===== config.mk =====
export PLATFORM = sky130hd
export DESIGN_NAME = keyed_wdog
export DESIGN_NICKNAME = d
export VERILOG_FILES = /design/src/rtl/wdg_pkg.sv /design/src/rtl/wdg_ctrl_reg.sv /design/src/rtl/wdg_countdown.sv /design/src/rtl/keyed_wdog.sv
export SDC_FILE = /design/constraint.sdc
export NUM_CORES = 1
export LEC_CHECK = 0
export BUFFER_PORTS_ARGS = -buffer_cell sky130_fd_sc_hd__buf_2
export CAP_MARGIN = 10
export CORE_UTILIZATION = 42
export DETAILED_ROUTE_END_ITERATION = 10
export GPL_TIMING_DRIVEN = 0
export PLACE_DENSITY = 0.76
export SETUP_SLACK_MARGIN = 0.3
export SLEW_MARGIN = 30
export SYNTH_ARGS = -nofsm -noshare
export SYNTH_HDL_FRONTEND = slang
export SYNTH_SLANG_ARGS = --single-unit

===== constraint.sdc =====
create_clock -name clk -period 1.55 [get_ports clk]
set_input_delay 0 -clock clk [delete_from_list [all_inputs] [get_ports clk]]
set_output_delay 0 -clock clk [all_outputs]
set_load 0.005 [all_outputs]

===== src/rtl/wdg_pkg.sv =====
package wdg_pkg;
  typedef enum logic {
    WD_IDLE = 1'b0,
    WD_RUN  = 1'b1
  } wd_state_e;
endpackage


===== src/rtl/wdg_ctrl_reg.sv =====
module wdg_ctrl_reg #(
  parameter int CNT_W   = 9,
  parameter int KEY_W   = 7,
  parameter int CMD_BIT = 8,
  parameter int KEY_LSB = 9,
  localparam int FIELD_W = KEY_LSB + KEY_W
) (
  input  logic               clk,
  input  logic               rst_n,
  input  logic               wr_en,
  input  logic [FIELD_W-1:0] wr_data,
  output logic               accept,
  output logic [CNT_W-1:0]   load_field,
  output logic               start_cmd
);
  logic [FIELD_W-1:0] word_q;
  logic               held_en;
  logic [KEY_W-1:0]   held_key;
  logic [KEY_W-1:0]   new_key;

  // The gate is open while the stored word is disabled. Otherwise the new key must be the inverse of the stored key.
  function automatic logic key_passes(input logic en,
                                      input logic [KEY_W-1:0] old_k,
                                      input logic [KEY_W-1:0] new_k);
    return !en || (new_k == ~old_k);
  endfunction

  assign held_en    = word_q[CMD_BIT];
  assign held_key   = word_q[KEY_LSB +: KEY_W];
  assign new_key    = wr_data[KEY_LSB +: KEY_W];
  assign accept     = wr_en && key_passes(held_en, held_key, new_key);
  assign load_field = word_q[CNT_W-1:0];
  assign start_cmd  = wr_data[CMD_BIT];

  always_ff @(posedge clk or negedge rst_n) begin
    if (!rst_n) word_q <= '0;
    else if (accept) word_q <= wr_data;
  end

  // a write carrying a key that is not the stored key's inverse leaves the word untouched.
  p_bad_key_ignored_r3: assert property (@(posedge clk) disable iff (!rst_n)
    (wr_en && held_en && (new_key != ~held_key)) |=> $stable(word_q));

  // with the stored word disabled, the written data is stored as-is.
  p_open_gate_r4: assert property (@(posedge clk) disable iff (!rst_n)
    (wr_en && !held_en) |=> (word_q == $past(wr_data)));
endmodule


===== src/rtl/wdg_countdown.sv =====
module wdg_countdown
  import wdg_pkg::*;
#(
  parameter int CNT_W = 9
) (
  input  logic             clk,
  input  logic             rst_n,
  input  logic             load,
  input  logic [CNT_W-1:0] load_field,
  input  logic             start,
  input  logic             tick,
  output logic [CNT_W-1:0] count,
  output logic             running,
  output logic             expire
);
  localparam logic [CNT_W-1:0] EMPTY_RELOAD = CNT_W'(1) << (CNT_W - 1);
  localparam logic [CNT_W-1:0] ONE          = CNT_W'(1);

  wd_state_e state_q;
  logic      dec_evt;
  logic      hit_zero;

  function automatic logic [CNT_W-1:0] reload_of(input logic [CNT_W-1:0] f);
    return (f == '0) ? EMPTY_RELOAD : f;
  endfunction

  assign running  = (state_q == WD_RUN);
  assign dec_evt  = running && tick && !load;
  assign hit_zero = dec_evt && (count == ONE);

  always_ff @(posedge clk or negedge rst_n) begin
    if (!rst_n) begin
      count   <= '0;
      state_q <= WD_IDLE;
      expire  <= 1'b0;
    end else begin
      expire <= hit_zero;
      if (load) begin
        count   <= reload_of(load_field);
        state_q <= start ? WD_RUN : WD_IDLE;
      end else if (dec_evt) begin
        count <= count - ONE;
        if (hit_zero) state_q <= WD_IDLE;
      end
    end
  end

  // each tick while running takes exactly one off the count.
  p_step_down_r7: assert property (@(posedge clk) disable iff (!rst_n)
    (running && tick && !load) |=> (count == $past(count) - ONE));

  // without a load, and without a tick on a running counter, the count holds.
  p_hold_count_r7: assert property (@(posedge clk) disable iff (!rst_n)
    (!load && !(running && tick)) |=> $stable(count));

  // a nonzero field loads unchanged, and a zero field loads 256.
  p_reload_value_r5: assert property (@(posedge clk) disable iff (!rst_n)
    (load && (load_field != '0)) |=> (count == $past(load_field)));
  p_reload_empty_r5: assert property (@(posedge clk) disable iff (!rst_n)
    (load && (load_field == '0)) |=> (count == EMPTY_RELOAD));

  // the request lasts a single cycle and coincides with a stopped, zero count.
  p_single_pulse_r8: assert property (@(posedge clk) disable iff (!rst_n)
    expire |=> !expire);
  p_pulse_at_zero_r8: assert property (@(posedge clk) disable iff (!rst_n)
    expire |-> ((count == '0) && !running));

  // the run state after a load follows the command bit.
  p_start_follows_cmd_r6: assert property (@(posedge clk) disable iff (!rst_n)
    load |=> (running == $past(start)));
endmodule


===== src/rtl/keyed_wdog.sv =====
module keyed_wdog #(
  parameter int DATA_W  = 32,
  parameter int CNT_W   = 9,
  parameter int KEY_W   = 7,
  parameter int CMD_BIT = 8,
  parameter int KEY_LSB = 9
) (
  input  logic              clk,
  input  logic              rst_n,
  input  logic              wr_en,
  input  logic [DATA_W-1:0] wr_data,
  input  logic              tick,
  output logic              reset_req,
  output logic [DATA_W-1:0] status
);
  localparam int FIELD_W = KEY_LSB + KEY_W;

  logic             accept;
  logic [CNT_W-1:0] load_field;
  logic             start_cmd;
  logic [CNT_W-1:0] count;
  logic             running;
  logic             unused_hi;

  assign unused_hi = ^wr_data[DATA_W-1:FIELD_W];

  wdg_ctrl_reg #(
    .CNT_W(CNT_W), .KEY_W(KEY_W), .CMD_BIT(CMD_BIT), .KEY_LSB(KEY_LSB)
  ) ctrl_i (
    .clk(clk), .rst_n(rst_n), .wr_en(wr_en),
    .wr_data(wr_data[FIELD_W-1:0]),
    .accept(accept), .load_field(load_field), .start_cmd(start_cmd)
  );

  wdg_countdown #(.CNT_W(CNT_W)) cnt_i (
    .clk(clk), .rst_n(rst_n), .load(accept), .load_field(load_field),
    .start(start_cmd), .tick(tick), .count(count), .running(running),
    .expire(reset_req)
  );

  assign status = {{(DATA_W-CNT_W){1'b0}}, count};

  // a write that is accepted in the same cycle as a tick still starts from the reload value.
  p_write_beats_tick_r10: assert property (@(posedge clk) disable iff (!rst_n)
    (accept && tick && (load_field != '0)) |=> (status[CNT_W-1:0] == $past(load_field)));

  // once expired, the counter stays at zero until something is accepted.
  p_stay_expired_r8: assert property (@(posedge clk) disable iff (!rst_n)
    (!running && (count == '0) && !accept) |=> (count == '0));
endmodule


Yosys cells after proc, flatten, opt, wreduce, memory -nomap -nowiden
Index checks and enable logic that the tools add are counted.
- muxes and demuxes: 7
- reduce and logical (&&, ||, !) cells: 11
- $add $sub $neg: 1
- bitwise gates (word level): 1
- equality and inequality tests: 2
- operators with widths (operator ; number):
    9-bit two-way mux ; 3
    9-bit by 1-bit equality test with 1-bit output (second input constant) ; 1
    9-bit logical NOT ; 1
    9-bit by 1-bit subtractor with 9-bit output (second input constant) ; 1
    7-bit equality test ; 1
    7-bit NOT ; 1
    1-bit logical AND ; 4
    1-bit two-way mux ; 4
    2-bit nonzero test ; 2
    1-bit logical NOT ; 2
    2-bit AND reduction ; 1
    1-bit logical OR ; 1
- output and inout bits: 33
- bits of input ports: 36
- register bits after elaboration: 27
- logic and storage cells: 26

Logic depth before layout (Yosys ltp)
- depth after elaboration: 10
- depth in mapped cells: 6
- gate-level depth less buffers: 6

By module
From an unflattened synthesis, not the netlist that was laid out.
- cells, all modules: 148
- area, all modules: 1631.6 um^2
- by module, submodules not included (module ; seq. area each (um^2) ; cells each ; times used ; area each (um^2)):
    wdg_ctrl_reg ; 400.4 ; 56 ; 1 ; 820.8
    wdg_countdown ; 275.3 ; 68 ; 1 ; 634.4
    keyed_wdog ; 0.0 ; 24 ; 1 ; 176.4

Worst setup path before layout
OpenSTA, ideal clock, no wires.
- path kind: reg-to-reg
- start: register cnt_i.count[5]
- end: register cnt_i.state_q (netlist: cnt_i.running)
- library setup time: 0.124 ns
- data required time: 1.426 ns
- path buffers: 0
- arrival: 1.617 ns
- setup slack: -0.191 ns
- stages on the path, launching flop included: 5
- period minus slack after synthesis: 1.741 ns
- cells stage by stage: dfrtp_1 -> or4_4 -> or4_4 -> o21ai_2 -> mux2i_1
- word-level cells in the longest chain between the ends: 4
- ends and longest elaborated chain (what ; line ; RTL):
    from (decl) ; wdg_countdown.sv:12 ; output logic [CNT_W-1:0] count,
    from (signal assigned) ; wdg_countdown.sv:39 ; count <= reload_of(load_field);
    from (signal assigned) ; wdg_countdown.sv:42 ; count <= count - ONE;
    9-bit by 1-bit equality test with 1-bit output ; wdg_countdown.sv:29 ; assign hit_zero = dec_evt && (count == ONE);
    1-bit logical AND ; wdg_countdown.sv:29 ;
    2-bit nonzero test (no source line) ; -- ;
    2-bit AND reduction (no source line) ; -- ;
    to (signal assigned) ; wdg_countdown.sv:40 ; state_q <= start ? WD_RUN : WD_IDLE;
    to (decl) ; wdg_countdown.sv:19 ; wd_state_e state_q;
No other way between the ends.
A chain may end at the register's enable or synchronous reset.

Final worst setup path
- start: register cnt_i.count[4]
- end: register cnt_i.state_q (netlist: cnt_i.running)
Same word-level chain as after synthesis.

==> flow_summary_export.csv <==
group,metric,value,unit
clock_tree,clock_path_buffers,2,
floorplanning,initial_core_util,0.440,
routing,drcViolationCount,0,
grt,use_met1,0.220,
synthesis,synth_simple_gate_area_frac,0.0795,
worst_setup_path,arrival,1.95,ns
clock_tree,clk_pin_slew,0.14,ns
timing,fin_crit_sh,1.12,
grt,grt_pass1_wl,5100,µm
clock_tree,cts_buffers,3,
grt,grt_pass1_vias,1111,
grt,antenna_found_initial,0,
timing,fin_crit,1.74,ns
timing,whs,0.0668,ns
timing,maxSlewViolCount,0,
power_and_ir_drop,peakVddDrop,989,µV
worst_setup_path,start_kind,"flip-flop",
synthesis,yosysTopAreaCellShare,0.457,
min_path,hp-class,"in -> reg",
routing,vias,1128,
synthesis,yosysMostFrequentCell,"dfrtp_1",
floorplanning,chipWidth,61.3,µm
clock_tree,cts_tree,"built",
worst_setup_path,rrSetupSlack,-0.19,ns
finish,drive_above_1_share,0.495,
synthesis,synth_area_leaders,"dfrtp_1, mux2_2, buf_4",
synthesis,synthDistinctLibCells,24,
clock_tree,insertion_delay,0.31,ns
clock_tree,root_buffer,"clkbuf_4",
routing,first_pass_iters,3,
timing,fin_worst_skew,0.00780,ns
worst_setup_path,end_kind,"flip-flop",
synthesis,synth_area_per_cell,12.0,µm²
synthesis,yosysSeqAreaShare,0.457,
synthesis,synth_top_family_by_area,"multiplexers",
place,io_buffers,29,
finish,stdcell_area,2220,µm²
synthesis,muxShareOfSynthArea,0.196,
timing,fin_setup_tns,-4.01,ns
grt,grt.overflow.total,0,
worst_setup_path,required,1.76,ns
floorplanning,die_area,3760,µm²
synthesis,syn_area,1480,µm²
synthesis,async_flop_share,1.00,
place,placed_cells,220,
power_and_ir_drop,leakage,1.13,nW
clock_tree,htreeDepth,1,
routing,wl,3440,µm
synthesis,synth-edff-count,0,
grt,grt_max_degree,28,
synthesis,synth-xor-area-share,0.0888,
worst_setup_path,cp_max_fo,3,
synthesis,ys_warn_count,0,
routing,avgRoutedWirePerCell,13.5,µm
floorplanning,io_pins,69,
power_and_ir_drop,total_power,3.50,mW
timing,relSlewSlack,0.608,
finish,areaGrowthSynthToFinish,49.9,%
grt,busiest_layer,"met2",
finish,antenna_cells,0,
place,gp_congestion,0.783,
floorplanning,core,3360,µm²
worst_setup_path,path_class,"reg -> reg",
synthesis,synth_fa_ha_area_frac,0.0169,
timing,rsz0062_at_grt,"true",
synthesis,ys_top_cells_by_count,"dfrtp_1, buf_4, mux2_2, xor2_1, inv_1",
grt,grt_use_met2,0.339,
grt,met3_usage,0.0399,
floorplanning,die_h,61.3,µm
timing,hold_viol_final,0,
timing,setup_violations,27,
status,status,"finished, violations left",
synthesis,synth-main-ff-cell,"dfrtp_1",
routing,drt_iter0_markers,35,
timing,worst_slew_pin_slew,0.588,ns
clock_tree,numClockSinks,27,
floorplanning,rows,21,
synthesis,synth_area_leader_cell,"dfrtp_1",
finish,final_nets,247,
synthesis,synthCells,123,
routing,ant_nets,0,
synthesis,synth_seq_cells,27,
place,hpwl,2010,µm
synthesis,synth_compound_area_frac,0.0212,
timing,fmax,0.575,GHz
grt,track_usage,0.192,
power_and_ir_drop,power.density,1580,nW/µm²
place,post_dp_cell_area,1780,µm²
status,violations,"setup timing",
finish,final_cell_count_no_fill,254,
routing,via_per_inst,4.44,
flow_run,maxCapViolations,0,
timing,fin_ws,-0.189,ns
worst max-delay path: stages (launching register included):
cell     delay (ns)
dfrtp_1        0.42
or4_4          0.56
or4_4          0.46
o21ai_2        0.12
mux2i_1        0.07
layout by cell type (no fill, tap or decap), drive strengths merged:
cell         netlist  final
nand4bb            1      1
nand3              1      1
mux2              24     24
a21oi              1      1
or4                2      2
xnor2              3      3
clkbuf             0      4
nor3               3      3
nand2              2      2
dlygate4sd3        0     17
nand2b             1      1
ha                 2      2
nor2               2      2
o21ai              2      2
o22ai              1      1
inv                5      5
conb               1     23
nand4              2      2
nor4               4      4
xor2              12     12
mux2i              2      2
dfrtp             27     27
buf               25     67
layout make-up:
type	count	area [µm²]
fillers	252	1150
flip-flops and latches	27	676
multi-input cells	88	801
plain buffers	25	195
well taps	46	57.6
clock buffers	4	26.3
inverters	5	18.8
repair buffers	59	443
state kept, by name, indices dropped and copies added (netlist names):
register and count:
ctrl_i.word_q 16, cnt_i.count 9, cnt_i.expire 1, cnt_i.running 1
worst paths after layout:
kind                                   start           endpoint  depth (start not counted)
setup / recovery              cnt_i.count[4]      cnt_i.running                          4
hold / removal                          tick       cnt_i.expire                          3
setup reg to reg              cnt_i.count[4]      cnt_i.running                          4
hold reg to reg            ctrl_i.word_q[13]  ctrl_i.word_q[13]                          1
max in group asynchronous              rst_n   ctrl_i.word_q[1]                          2
min in group asynchronous              rst_n     cnt_i.count[4]                          2
stage by stage:
stage / worst slack, ns / utilization
floorplan: -0.136 / -
global placement: -0.229 / 0.528
detailed placement: -0.288 / 0.528
CTS: -0.160 / 0.648
global route: -0.205 / 0.659
finish: -0.189 / 0.659
report_power, final:
group	internal [mW]	total, mW	switching (mW)
registers	1.06	1.42	0.363
clock network	0.100	0.290	0.189
logic	1.14	1.79	0.644
total	2.30	3.50	1.20
routing by layer:
layer / share of wire / vias up
met1: 0.40 / 534
li1: - / 546
met4: 0.022 / 0
met5: 0 / -
met2: 0.53 / 40
met3: 0.050 / 8
timing repair:
action,CTS,global route
endpoints found under the setup margin,27,27
pin swaps,3,1
resized for setup,35,5
gates cloned,2,0
setup buffers,9,2
endpoints found under the hold margin,44,0
hold buffers,17,0
cells by family (layout without fill, tap and decap cells):
family | Yosys count | count (layout)
buffers and inverters | 30 | 93
flip-flops | 27 | 27
multiplexers | 26 | 26
AND/OR/NAND/NOR | 18 | 18
XOR/XNOR | 15 | 15
AO/OA/AOI/OAI | 4 | 4
adder cells (fa/ha/maj) | 2 | 2
other | 1 | 23
(Power assumes the default switching activity.)
